===== src/rtl/ssc_profile_gen.sv =====
module ssc_profile_gen #(
  parameter int OFS_W      = 12,
  parameter int FULL_SCALE = 1024,
  parameter int TICK_DIV   = 7
) (
  input  logic                    clk,
  input  logic                    rst_n,
  input  logic                    mod_en,
  input  logic [3:0]              up_steps,
  input  logic [3:0]              down_steps_n,
  input  logic [5:0]              step_period,
  input  logic [1:0]              depth_sel,
  input  logic                    pendulum,
  output logic signed [OFS_W-1:0] offset,
  output logic                    dir_up,
  output logic                    step_stb
);
  localparam int TW = (TICK_DIV > 1) ? $clog2(TICK_DIV) : 1;
  localparam int NW = $clog2(FULL_SCALE + 1) + 6;
  localparam logic [TW-1:0] UNIT_LAST = TW'(TICK_DIV - 1);

  logic [TW-1:0] unit_q;
  logic [5:0]    per_cnt_q, j_q;
  logic          pos_q;
  logic [3:0]    up_q, dn_q;
  logic [5:0]    per_q;
  logic [1:0]    dep_q;
  logic          pend_q;

  logic [5:0] u_len, d_len, a_len, b_len, tot, jn, per_eff, div;
  logic [NW-1:0] pk, num, mag;
  logic          away, unit_tick, step_now;
  logic signed [OFS_W-1:0] ofs_next;

  assign u_len   = (up_q == 4'd0) ? 6'd1 : {2'b00, up_q};
  assign d_len   = {2'b00, ~dn_q} + 6'd1;
  assign a_len   = pos_q ? u_len : d_len;
  assign b_len   = pend_q ? (pos_q ? d_len : u_len) : 6'd1;
  assign tot     = a_len + b_len;
  assign jn      = j_q + 6'd1;
  assign away    = jn <= a_len;
  assign per_eff = (per_q == 6'd0) ? 6'd1 : per_q;

  always_comb begin
    case (dep_q)
      2'b00:   pk = NW'(FULL_SCALE);
      2'b01,
      2'b10:   pk = NW'(FULL_SCALE / 2);
      default: pk = NW'(FULL_SCALE / 4);
    endcase
  end

  assign div      = away ? a_len : b_len;
  assign num      = pk * NW'(away ? jn : tot - jn);
  assign mag      = num / NW'(div);
  assign ofs_next = pos_q ? $signed(mag[OFS_W-1:0]) : -$signed(mag[OFS_W-1:0]);

  assign unit_tick = unit_q == UNIT_LAST;
  assign step_now  = mod_en && unit_tick && (per_cnt_q == per_eff - 6'd1);

  always_ff @(posedge clk or negedge rst_n) begin
    if (!rst_n) begin
      unit_q <= '0; per_cnt_q <= '0; j_q <= '0; pos_q <= 1'b0;
      offset <= '0; dir_up <= 1'b0; step_stb <= 1'b0;
      up_q <= 4'd1; dn_q <= 4'hF; per_q <= 6'd1; dep_q <= 2'b11; pend_q <= 1'b1;
    end else if (!mod_en) begin
      unit_q <= '0; per_cnt_q <= '0; j_q <= '0; pos_q <= 1'b0;
      offset <= '0; dir_up <= 1'b0; step_stb <= 1'b0;
      up_q <= up_steps; dn_q <= down_steps_n; per_q <= step_period;
      dep_q <= depth_sel; pend_q <= pendulum;
    end else begin
      step_stb <= step_now;
      unit_q   <= unit_tick ? '0 : unit_q + 1'b1;
      if (unit_tick)
        per_cnt_q <= (per_cnt_q == per_eff - 6'd1) ? 6'd0 : per_cnt_q + 6'd1;
      if (step_now) begin
        dir_up <= away ? pos_q : ~pos_q;
        if (jn == tot) begin
          j_q    <= '0;
          offset <= '0;
          pos_q  <= depth_sel[1] & ~pos_q;
          up_q <= up_steps; dn_q <= down_steps_n; per_q <= step_period;
          dep_q <= depth_sel; pend_q <= pendulum;
        end else begin
          j_q    <= jn;
          offset <= ofs_next;
        end
      end
    end
  end
endmodule


===== config.mk =====
export PLATFORM = sky130hd
export DESIGN_NAME = ssc_profile_gen
export DESIGN_NICKNAME = d
export VERILOG_FILES = /design/src/rtl/ssc_profile_gen.sv
export SDC_FILE = /design/constraint.sdc
export NUM_CORES = 1
export LEC_CHECK = 0
export ABC_AREA = 1
export BUFFER_PORTS_ARGS = -buffer_cell sky130_fd_sc_hd__buf_4
export CORE_MARGIN = 5
export CORE_UTILIZATION = 35
export CTS_BUF_LIST = sky130_fd_sc_hd__clkbuf_16
export DETAILED_ROUTE_END_ITERATION = 8
export PLACE_DENSITY = 0.54
export SLEW_MARGIN = 5
export SYNTH_ARGS = -nofsm -noshare
export SYNTH_HDL_FRONTEND = slang
export SYNTH_SLANG_ARGS = --single-unit

===== constraint.sdc =====
create_clock -name clk -period 30.6 [get_ports clk]
set_clock_uncertainty 0.2 [all_clocks]
set_input_delay 1.53 -clock clk [delete_from_list [all_inputs] [get_ports clk]]
set_output_delay 1.53 -clock clk [all_outputs]
set_load 0.01 [all_outputs]

After elaboration in Yosys (flattened, before gate mapping):

Cells that the tools add are included.

* register bits after elaboration: 47
* word-level logic and storage cells: 83
* output and inout bits: 14
* input bits: 20

* div/mod/pow operators: 1
* equality and inequality tests: 8
* multipliers: 1
* add/subtract/negate cells: 8
* reductions and logical operators: 7
* bitwise operators: 3
* order comparisons: 1
* muxes and demuxes: 42

Operator list (count)
* 2-to-1 mux 6 bit: 10
* 2-to-1 mux 12 bit: 4
* 2-to-1 mux 4 bit: 7
* one-hot mux 11 bit (2 select lines): 1
* 2-to-1 mux 5 bit: 4
* divider 17 x 6 -> 17 bit: 1
* multiplier 17 x 17 -> 17 bit: 1
* 2-to-1 mux 17 bit: 1
* adder 6 x 1 -> 6 bit, second input constant: 2
* == test 6 bit: 2
* negator 12 bit: 1
* 2-to-1 mux 1 bit: 10
* subtractor 6 x 6 -> 7 bit: 1
* adder 5 x 5 -> 6 bit: 1
* <= comparator 6 x 5 -> 1 bit: 1
* zero test 6 bit: 1
* 2-to-1 mux 2 bit: 3
* 2-to-1 mux 3 bit: 2
* != test 2 x 1 -> 1 bit, second input constant: 3
* subtractor 6 x 1 -> 6 bit, second input constant: 1
* adder 4 x 1 -> 5 bit, second input constant: 1
* zero test 4 bit: 1
* inverter 4 bit: 1
* adder 3 x 1 -> 3 bit, second input constant: 1
* other kinds (9): 10

Logic depth before layout (Yosys ltp):

Gate-level depths: netlist (run 1).

* depth in word-level cells: 14
* gate-level depth with buffers: 233
* gate-level depth less buffers: 227

Least setup slack after synthesis (run 1):

OpenSTA, ideal clock, no wires.

* kind: register to register
* from: register dn_q[0]
* to: register offset[8]
* setup time: 0.126 ns
* setup slack: -0.356 ns
* cell stages (with the launch flop): 227
* clock period less this slack: 30.956 ns
* data required time: 30.274 ns
* data arrival time: 30.629 ns
* path buffers: 6
* cells stage by stage: dfstp_2 -> inv_1 -> ha_1 -> xnor2_1 -> a21boi_0 -> inv_1 -> ha_1 -> nand2_1 -> nor2_1 -> a211oi_1 -> xor2_1 -> ha_1 -> a21oi_1 -> o21ai_1 -> nand2_1 -> nand2_1 -> a21oi_1 -> and2_1 -> (+191 left out) -> o21ai_0 -> ha_1 -> a21o_1 -> a21oi_1 -> o2111a_1 -> nand2_1 -> nor2_1 -> nand2_2 -> nor4_2 -> ha_1 -> nand3_1 -> nor2_1 -> nand2_1 -> nor2_1 -> nand2_1 -> nand2_1 -> xor2_1 -> o21ai_0

* longest elaborated chain between the ends: 14
* elaborated cells on any way between the ends: 18
* those cells by class: add/sub: 4; mul: 1; div: 1; order compare: 1; eq/ne: 1; mux: 9; bitwise: 1

Ends and longest elaborated chain
* start: declaration: line 25 `logic [3:0] up_q, dn_q;`
* start signal: assignment: line 69 `up_q <= up_steps; dn_q <= down_steps_n; per_q <= step_period;`
* start signal: assignment: line 82 `up_q <= up_steps; dn_q <= down_steps_n; per_q <= step_period;`
* inverter 4 bit *: line 36 `assign d_len = {2'b00, ~dn_q} + 6'd1;`
* adder 4 x 1 -> 5 bit *: line 36
* 2-to-1 mux 5 bit (2 in series): line 38 `assign b_len = pend_q ? (pos_q ? d_len : u_len) : 6'd1;`
* adder 5 x 5 -> 6 bit: line 39 `assign tot = a_len + b_len;`
* subtractor 6 x 6 -> 7 bit: line 54 `assign num = pk * NW'(away ? jn : tot - jn);`
* 2-to-1 mux 17 bit: line 54
* multiplier 17 x 17 -> 17 bit: line 54
* divider 17 x 6 -> 17 bit: line 55 `assign mag = num / NW'(div);`
* negator 12 bit: line 56 `assign ofs_next = pos_q ? $signed(mag[OFS_W-1:0]) : -$signed(mag[OFS_W-1:0]);`
* 2-to-1 mux 12 bit: line 56
* 2-to-1 mux 12 bit *: line 78 `if (jn == tot) begin`
* 2-to-1 mux 12 bit *: line 76 `if (step_now) begin`
* 2-to-1 mux 12 bit *: line 66 `end else if (!mod_en) begin`
* end signal: assignment: line 86 `offset <= ofs_next;`
* end: declaration: line 14 `output logic signed [OFS_W-1:0] offset,`

Every way passes the cells marked *; elsewhere a longest branch is shown, timed or not. The select of a mux whose other input is x is not followed.
A chain may end at the register's enable or synchronous reset.

Final worst setup path (run 1):

Ends and elaborated chain as after synthesis.

==> results of run 1 <==
placed cells by master, fill, tap and decap left out, types with 4 or more instances in the layout:
cell type / netlist / routed
sky130_fd_sc_hd__nand4_1: 35 / 35
sky130_fd_sc_hd__o21bai_1: 8 / 7
sky130_fd_sc_hd__xnor2_1: 33 / 31
sky130_fd_sc_hd__dfrtp_1: 38 / 38
sky130_fd_sc_hd__a21oi_2: 1 / 17
sky130_fd_sc_hd__clkinv_1: 4 / 5
sky130_fd_sc_hd__ha_4: 0 / 24
sky130_fd_sc_hd__nand3_1: 111 / 105
sky130_fd_sc_hd__buf_4: 1 / 186
sky130_fd_sc_hd__o22ai_1: 8 / 6
sky130_fd_sc_hd__or2_2: 6 / 6
sky130_fd_sc_hd__o21ai_1: 9 / 23
sky130_fd_sc_hd__buf_6: 4 / 5
sky130_fd_sc_hd__ha_2: 0 / 6
sky130_fd_sc_hd__nor3_1: 10 / 9
sky130_fd_sc_hd__nand3_4: 12 / 14
sky130_fd_sc_hd__o21ai_0: 85 / 55
sky130_fd_sc_hd__nand2_1: 376 / 348
sky130_fd_sc_hd__a21oi_4: 0 / 5
sky130_fd_sc_hd__a21o_1: 10 / 10
sky130_fd_sc_hd__xor2_1: 49 / 48
sky130_fd_sc_hd__nand2_4: 29 / 33
sky130_fd_sc_hd__inv_1: 248 / 230
sky130_fd_sc_hd__inv_6: 1 / 5
sky130_fd_sc_hd__nand3_2: 36 / 40
sky130_fd_sc_hd__nand3b_1: 7 / 7
sky130_fd_sc_hd__clkbuf_16: 0 / 5
sky130_fd_sc_hd__fa_1: 10 / 8
sky130_fd_sc_hd__ha_1: 112 / 82
sky130_fd_sc_hd__a21oi_1: 51 / 30
sky130_fd_sc_hd__dfstp_2: 9 / 9
sky130_fd_sc_hd__nand2_2: 51 / 75
sky130_fd_sc_hd__nor2_4: 18 / 24
sky130_fd_sc_hd__nor2_1: 137 / 118
sky130_fd_sc_hd__nor2_2: 17 / 30
sky130_fd_sc_hd__inv_2: 12 / 26
sky130_fd_sc_hd__o211ai_1: 4 / 4
sky130_fd_sc_hd__o21ai_2: 10 / 24
routing by layer:
layer	up-vias	routed length, um	GRT usage
met4	0	125	0.0177
met2	101	13600	0.285
met1	4792	13900	0.223
met3	11	586	0.00910
li1	5534	-	-
met5	-	0	0
how the worst max path moves through the flow:
stage / endpoint / slack [ps] / cells after the start
detailed placement: offset[8]$_DFFE_PN0P_ / -390 / 206
CTS: offset[8]$_DFFE_PN0P_ / 9 / 220
floorplan: offset[8]$_DFFE_PN0P_ / 60 / 226
finish: offset[8]$_DFFE_PN0P_ / 1640 / 220
global route: offset[8]$_DFFE_PN0P_ / -420 / 221
global placement: offset[8]$_DFFE_PN0P_ / 130 / 205
timing repair:
item	in CTS	in global routing
setup buffers	3	69
hold buffers	0	0
gates resized for setup	17	204
pin swaps	8	141
endpoints found under the setup margin	6	12
metrics by stage:
| stage | TNS, ps | instance area [sq um] | setup slack (ps) | util |
|---|---|---|---|---|
| floorplan | 0 | 10600 | 64.0 | - |
| global placement | 0 | 11800 | 135 | 0.396 |
| detailed placement | -1040 | 11800 | -392 | 0.396 |
| CTS | 0 | 12000 | 8.59 | 0.404 |
| global route | -1120 | 13300 | -419 | 0.448 |
| finish | 0 | 13300 | 1640 | 0.448 |
worst max-delay path: cells and delay by family, from the launching register on:
kind                     cells  cell delay [ps]
AO/OA/AOI/OAI               48             6570
XOR/XNOR                     7             1290
adder cells (fa/ha/maj)     28             7640
buffers and inverters       44             3490
flip-flops                   1              530
AND/OR/NAND/NOR             93             9070
sequential cells by signal, summed over array words and instances, names as in the netlist, 2 cells and up:
name       cells
dn_q           4
offset        12
unit_q         3
per_cnt_q      6
per_q          6
j_q            6
dep_q          2
up_q           4
logic make-up (layout without fill, tap and decap cells):
group,Yosys count,after routing,synth area share
flip-flops,47,47,0.112
buffers and inverters,296,471,0.122
AND/OR/NAND/NOR,861,861,0.432
adder cells (fa/ha/maj),122,122,0.151
AO/OA/AOI/OAI,203,203,0.113
XOR/XNOR,83,83,0.0705
final cells by class:
cell class / count / area share
sequential: 47 / 0.0892
timing repair buffer: 193 / 0.112
multi-input combinational: 1269 / 0.670
clock buffer: 5 / 0.00939
tap: 390 / 0.0366
inverter: 270 / 0.0801
clock inverter: 3 / 0.00319
==> impl_metrics.prom, run 1 <==
# TYPE chip_impl_metric gauge
chip_impl_info{name="outcome",value="complete, no violations"} 1
chip_impl_metric{name="cp_max_fo",unit=""} 7
chip_impl_metric{name="port_buffers",unit=""} 33
chip_impl_metric{name="bufs_on_longest_clock_path",unit=""} 2
chip_impl_metric{name="remaining_drc_errors",unit=""} 0
chip_impl_metric{name="final.hold.worst_slack",unit="ps"} 278
chip_impl_metric{name="timing.hold.worst_path_depth",unit=""} 2
chip_impl_metric{name="synth-edff-count",unit=""} 0
chip_impl_metric{name="floorplan.rows",unit=""} 63
chip_impl_info{name="critical-path-slowest-cell",value="sky130_fd_sc_hd__dfstp_2"} 1
chip_impl_info{name="hold_class",value="register to register"} 1
chip_impl_metric{name="finalCritPeriodShare",unit=""} 0.946
chip_impl_metric{name="design.core.area",unit="sq um"} 29700
chip_impl_metric{name="grt_pass1_vias",unit=""} 9945
chip_impl_info{name="critical_path.startpoint",value="dn_q[0]$_DFFE_PN1P_"} 1
chip_impl_metric{name="layout-drive-gt1-share",unit=""} 0.323
chip_impl_metric{name="route.antenna.remaining_nets",unit=""} 0
chip_impl_metric{name="synth-async-reset-ratio",unit=""} 1.00
chip_impl_metric{name="initial_core_utilization",unit=""} 0.356
chip_impl_metric{name="setup_violations",unit=""} 0
chip_impl_info{name="post_synth_most_frequent_cells",value="sky130_fd_sc_hd__nand2_1, sky130_fd_sc_hd__inv_1, sky130_fd_sc_hd__nor2_1, sky130_fd_sc_hd__ha_1, sky130_fd_sc_hd__nand3_1"} 1
chip_impl_metric{name="synth_sequential_area_ratio",unit=""} 0.112
chip_impl_info{name="yosysTopAreaCell",value="sky130_fd_sc_hd__nand2_1"} 1
chip_impl_metric{name="mappedNetlistArea",unit="sq um"} 10600
chip_impl_metric{name="timing.reg2reg.setup_slack",unit="ps"} 1640
chip_impl_metric{name="clock_sink_count",unit=""} 47
chip_impl_metric{name="clock_insertion_delay_worst_skew",unit="ps"} 290
chip_impl_metric{name="hold_violation_count_in_the_final_report",unit=""} 0
chip_impl_metric{name="worst-endpoint-required",unit="ps"} 30580
chip_impl_metric{name="dp_hpwl",unit="um"} 22400
chip_impl_metric{name="area_delta_synth_final",unit="%"} 25.9
chip_impl_metric{name="die-height",unit="um"} 184
chip_impl_info{name="rr_startpoint",value="dn_q[0]$_DFFE_PN1P_"} 1
chip_impl_metric{name="yosysTopAreaCellShare",unit=""} 0.133
chip_impl_metric{name="grt.overflow.total",unit=""} 0
chip_impl_metric{name="synth-warning-count",unit=""} 0
chip_impl_metric{name="synth.lib_cells_used.distinct",unit=""} 70
chip_impl_info{name="cts_tree",value="built"} 1
chip_impl_metric{name="routed_wire_length_per_instance",unit="um"} 12.9
chip_impl_info{name="worst_hold_path.endpoint",value="up_q[0]$_DFFE_PN1P_"} 1
chip_impl_metric{name="reg_area",unit="sq um"} 1190
chip_impl_metric{name="place.gp.congestion",unit=""} 0.888
chip_impl_metric{name="relative_slew_margins",unit=""} 0.256
chip_impl_info{name="post-synth-top-count-cell",value="sky130_fd_sc_hd__nand2_1"} 1
chip_impl_info{name="startpoint_type",value="register"} 1
chip_impl_metric{name="drt_iter0_drc",unit=""} 556
chip_impl_metric{name="cap_violations",unit=""} 0
chip_impl_metric{name="max_clock_freq",unit="MHz"} 34.5
chip_impl_metric{name="slew_of_the_pin_with_the_lowest_slew_margin",unit="ps"} 1110
chip_impl_metric{name="final_cell_count_no_fill",unit=""} 2177
chip_impl_metric{name="globalRouteTotalUtil",unit=""} 0.161
chip_impl_info{name="timing_worst_setup_path_type",value="register to register"} 1
chip_impl_info{name="worstSetupEndpointType",value="register"} 1
chip_impl_info{name="worstReg2RegEnd",value="offset[8]$_DFFE_PN0P_"} 1
chip_impl_metric{name="reg2regPathDepth",unit=""} 220
chip_impl_metric{name="num_io_pins",unit=""} 34
chip_impl_metric{name="yosys_register_bits",unit=""} 47
chip_impl_metric{name="grt_start_max_net_pins",unit=""} 48
chip_impl_metric{name="postRouteWirelength",unit="um"} 28200
chip_impl_metric{name="multiInputGateArea",unit="sq um"} 8920
chip_impl_metric{name="synth_nets",unit=""} 1754
chip_impl_metric{name="nets",unit=""} 1928
chip_impl_metric{name="dr_pass1_iterations",unit=""} 4
chip_impl_metric{name="die_area",unit="sq um"} 33800
chip_impl_metric{name="first_pass_grt_wire_length",unit="um"} 47000
chip_impl_metric{name="die_width",unit="um"} 184
chip_impl_metric{name="cp_data_arrival_time",unit="ps"} 28940
chip_impl_info{name="most_used_flip_flop_cell_after_synthesis",value="sky130_fd_sc_hd__dfrtp_1"} 1
chip_impl_metric{name="diodes",unit=""} 0
chip_impl_metric{name="antenna_found_initial",unit=""} 0
chip_impl_metric{name="filler_cell_count",unit=""} 2959
chip_impl_metric{name="placed_cells_incl_taps",unit=""} 2097
chip_impl_metric{name="cpPeakStageDelay",unit="ps"} 530
chip_impl_metric{name="timing.final.max_slew_violations",unit=""} 0
chip_impl_metric{name="synth_area_per_cell",unit="sq um"} 6.56
chip_impl_metric{name="clk_transition_reported_paths",unit="ps"} 70
chip_impl_info{name="clk_root_buffer_cell",value="sky130_fd_sc_hd__clkbuf_16"} 1
chip_impl_info{name="hold_path_startpoint",value="up_q[0]$_DFFE_PN1P_"} 1
chip_impl_metric{name="drt-vias-per-instance",unit=""} 4.79
chip_impl_info{name="netlist_top_cells_area",value="sky130_fd_sc_hd__nand2_1, sky130_fd_sc_hd__ha_1, sky130_fd_sc_hd__dfrtp_1, sky130_fd_sc_hd__inv_1, sky130_fd_sc_hd__nand3_1"} 1
chip_impl_metric{name="synth_cells",unit=""} 1612
chip_impl_metric{name="cts-htree-levels",unit=""} 2
chip_impl_metric{name="cts-buffers-inserted",unit=""} 5
chip_impl_metric{name="vias",unit=""} 10400
chip_impl_metric{name="post_route_minimum_period",unit="ps"} 28960
Power of run 1 is not shown: default switching activity piles up to over one toggle a cycle in this logic, so the estimate is an artifact.
==> inputs of run 2 (changes only) <==
- REMOVE_ABC_BUFFERS: not set -> 1
==> impl_metrics.prom, run 2 (synthesis gave the netlist of run 1 again) <==
# TYPE chip_impl_metric gauge
chip_impl_metric{name="route.antenna.remaining_nets",unit=""} 0
chip_impl_metric{name="num_io_pins",unit=""} 34
chip_impl_info{name="cts_tree",value="built"} 1
chip_impl_metric{name="reg2regPathDepth",unit=""} 219
chip_impl_metric{name="cp_max_fo",unit=""} 7
chip_impl_metric{name="cp_num_buf_inv",unit=""} 45
chip_impl_info{name="critical-path-slowest-cell",value="sky130_fd_sc_hd__dfstp_2"} 1
chip_impl_metric{name="first_pass_grt_wire_length",unit="um"} 46400
chip_impl_metric{name="slew_of_the_pin_with_the_lowest_slew_margin",unit="ps"} 1230
chip_impl_metric{name="number_of_flip_flops_in_the_largest_register",unit=""} 12
chip_impl_info{name="worstSetupEndpointType",value="register"} 1
chip_impl_metric{name="grt_start_max_net_pins",unit=""} 48
chip_impl_info{name="final_cell_mix",value="sky130_fd_sc_hd__nand2_1, sky130_fd_sc_hd__inv_1, sky130_fd_sc_hd__buf_4"} 1
chip_impl_info{name="kind_of_cell_adding_the_most_delay_to_the_critical_path",value="simple AND/OR/NAND/NOR gates"} 1
chip_impl_metric{name="tns",unit="ps"} 0
chip_impl_info{name="cp_common_cell",value="sky130_fd_sc_hd__nand2_1"} 1
chip_impl_metric{name="drt_iter0_drc",unit=""} 486
chip_impl_info{name="worstReg2RegEnd",value="offset[8]$_DFFE_PN0P_"} 1
chip_impl_metric{name="diodes",unit=""} 0
chip_impl_metric{name="cp_data_arrival_time",unit="ps"} 28700
chip_impl_metric{name="design.core.area",unit="sq um"} 29700
chip_impl_info{name="hold_class",value="register to register"} 1
chip_impl_metric{name="final.hold.worst_slack",unit="ps"} 283
chip_impl_metric{name="drt-vias-per-instance",unit=""} 4.84
chip_impl_metric{name="layout-drive-gt1-share",unit=""} 0.315
chip_impl_metric{name="setup_violations",unit=""} 0
chip_impl_metric{name="area_delta_synth_final",unit="%"} 24.7
chip_impl_metric{name="max_clock_freq",unit="MHz"} 34.8
chip_impl_metric{name="port_buffers",unit=""} 33
chip_impl_info{name="crit_end",value="offset[8]$_DFFE_PN0P_"} 1
chip_impl_metric{name="bufs_on_longest_clock_path",unit=""} 2
chip_impl_info{name="rr_startpoint",value="dn_q[0]$_DFFE_PN1P_"} 1
chip_impl_metric{name="die_area",unit="sq um"} 33800
chip_impl_info{name="outcome",value="complete, no violations"} 1
chip_impl_metric{name="place.gp.congestion",unit=""} 0.867
chip_impl_metric{name="postRouteWirelength",unit="um"} 27900
chip_impl_metric{name="nets",unit=""} 1920
chip_impl_metric{name="clock_sink_count",unit=""} 47
chip_impl_info{name="startpoint_type",value="register"} 1
chip_impl_metric{name="hold_violation_count_in_the_final_report",unit=""} 0
chip_impl_metric{name="cts-buffers-inserted",unit=""} 5
chip_impl_metric{name="timing.critical_path.depth",unit=""} 219
chip_impl_metric{name="cts-htree-levels",unit=""} 2
chip_impl_metric{name="floorplan.rows",unit=""} 63
chip_impl_metric{name="postCtsHoldBufs",unit=""} 0
chip_impl_metric{name="initial_core_utilization",unit=""} 0.356
chip_impl_metric{name="dr_pass1_iterations",unit=""} 5
chip_impl_metric{name="routed_wire_length_per_instance",unit="um"} 12.9
chip_impl_metric{name="clock_insertion_delay_worst_skew",unit="ps"} 290
chip_impl_metric{name="timing.final.max_slew_violations",unit=""} 0
chip_impl_metric{name="die-height",unit="um"} 184
chip_impl_metric{name="reg_area",unit="sq um"} 1190
chip_impl_metric{name="grt.overflow.total",unit=""} 0
chip_impl_metric{name="remaining_drc_errors",unit=""} 0
chip_impl_info{name="final_common_cell",value="sky130_fd_sc_hd__nand2_1"} 1
chip_impl_metric{name="cpPeakStageDelay",unit="ps"} 540
chip_impl_info{name="timing_worst_setup_path_type",value="register to register"} 1
chip_impl_metric{name="multiInputGateArea",unit="sq um"} 8860
chip_impl_metric{name="relative_slew_margins",unit=""} 0.182
chip_impl_metric{name="dp_hpwl",unit="um"} 22200
chip_impl_metric{name="timing.reg2reg.setup_slack",unit="ps"} 1870
chip_impl_metric{name="post_route_minimum_period",unit="ps"} 28730
chip_impl_metric{name="die_width",unit="um"} 184
chip_impl_metric{name="clk_transition_reported_paths",unit="ps"} 70
chip_impl_metric{name="grt_pass1_vias",unit=""} 9998
chip_impl_metric{name="vias",unit=""} 10500
chip_impl_metric{name="antenna_found_initial",unit=""} 0
chip_impl_metric{name="filler_cell_count",unit=""} 3035
chip_impl_info{name="clk_root_buffer_cell",value="sky130_fd_sc_hd__clkbuf_16"} 1
chip_impl_info{name="register_containing_the_most_flip_flops_in_the_final_layout",value="offset"} 1
chip_impl_metric{name="worst-endpoint-required",unit="ps"} 30580
chip_impl_metric{name="globalRouteTotalUtil",unit=""} 0.159
chip_impl_metric{name="finalCritPeriodShare",unit=""} 0.939
chip_impl_info{name="critical_path.startpoint",value="dn_q[0]$_DFFE_PN1P_"} 1
chip_impl_metric{name="cap_violations",unit=""} 0
-- run 2: metrics by stage --
| step | setup slack, ps | cells | instance area (sq um) | util |
|---|---|---|---|---|
| after floorplan | -973 | 1586 | 10300 | - |
| after global placement | 157 | 2097 | 11700 | 0.395 |
| after detailed placement | -254 | 2097 | 11700 | 0.395 |
| after CTS | 22.7 | 2105 | 12000 | 0.402 |
| after global routing | -303 | 2169 | 13200 | 0.444 |
| final | 1870 | 2169 | 13200 | 0.444 |
-- run 2: layer usage --
layer	routed length, um	GRT usage
met5	0	0
met4	337	0.0192
met3	594	0.00910
met2	13600	0.290
met1	13300	0.214
-- run 2: how the worst min path moves through the flow --
stage / end / from / cells past startpoint / slack [ps]
6_report: offset[3]$_DFFE_PN0P_ / offset[3]$_DFFE_PN0P_ / 2 / 280
5_1_grt: up_q[0]$_DFFE_PN1P_ / up_q[0]$_DFFE_PN1P_ / 2 / 300
4_1_cts: up_q[0]$_DFFE_PN1P_ / up_q[0]$_DFFE_PN1P_ / 2 / 280
3_5_place_dp: up_q[0]$_DFFE_PN1P_ / up_q[0]$_DFFE_PN1P_ / 2 / 270
3_3_place_gp: up_q[0]$_DFFE_PN1P_ / up_q[0]$_DFFE_PN1P_ / 2 / 260
2_1_floorplan: up_q[0]$_DFFE_PN1P_ / up_q[0]$_DFFE_PN1P_ / 2 / 240
-- run 2: timing repair --
action | 4_1_cts | 5_1_grt
setup endpoints to repair | 4 | 12
pin swaps | 2 | 116
buffers inserted | 0 | 64
gates resized for setup | 12 | 206
-- run 2: layout make-up --
class	count	area share
Timing Repair Buffer	185	0.108
Clock inverter	3	0.00294
Sequential cell	47	0.0900
Inverter	270	0.0811
Multi-Input combinational cell	1269	0.672
Tap cell	390	0.0370
Clock buffer	5	0.00948
-- run 2: worst min-delay path, stage by stage (launching register included) --
cell and delay, ps:
sky130_fd_sc_hd__dfrtp_1 350, sky130_fd_sc_hd__nand2_1 50, sky130_fd_sc_hd__nand2_1 50
Power of run 2 is left out for the same reason.
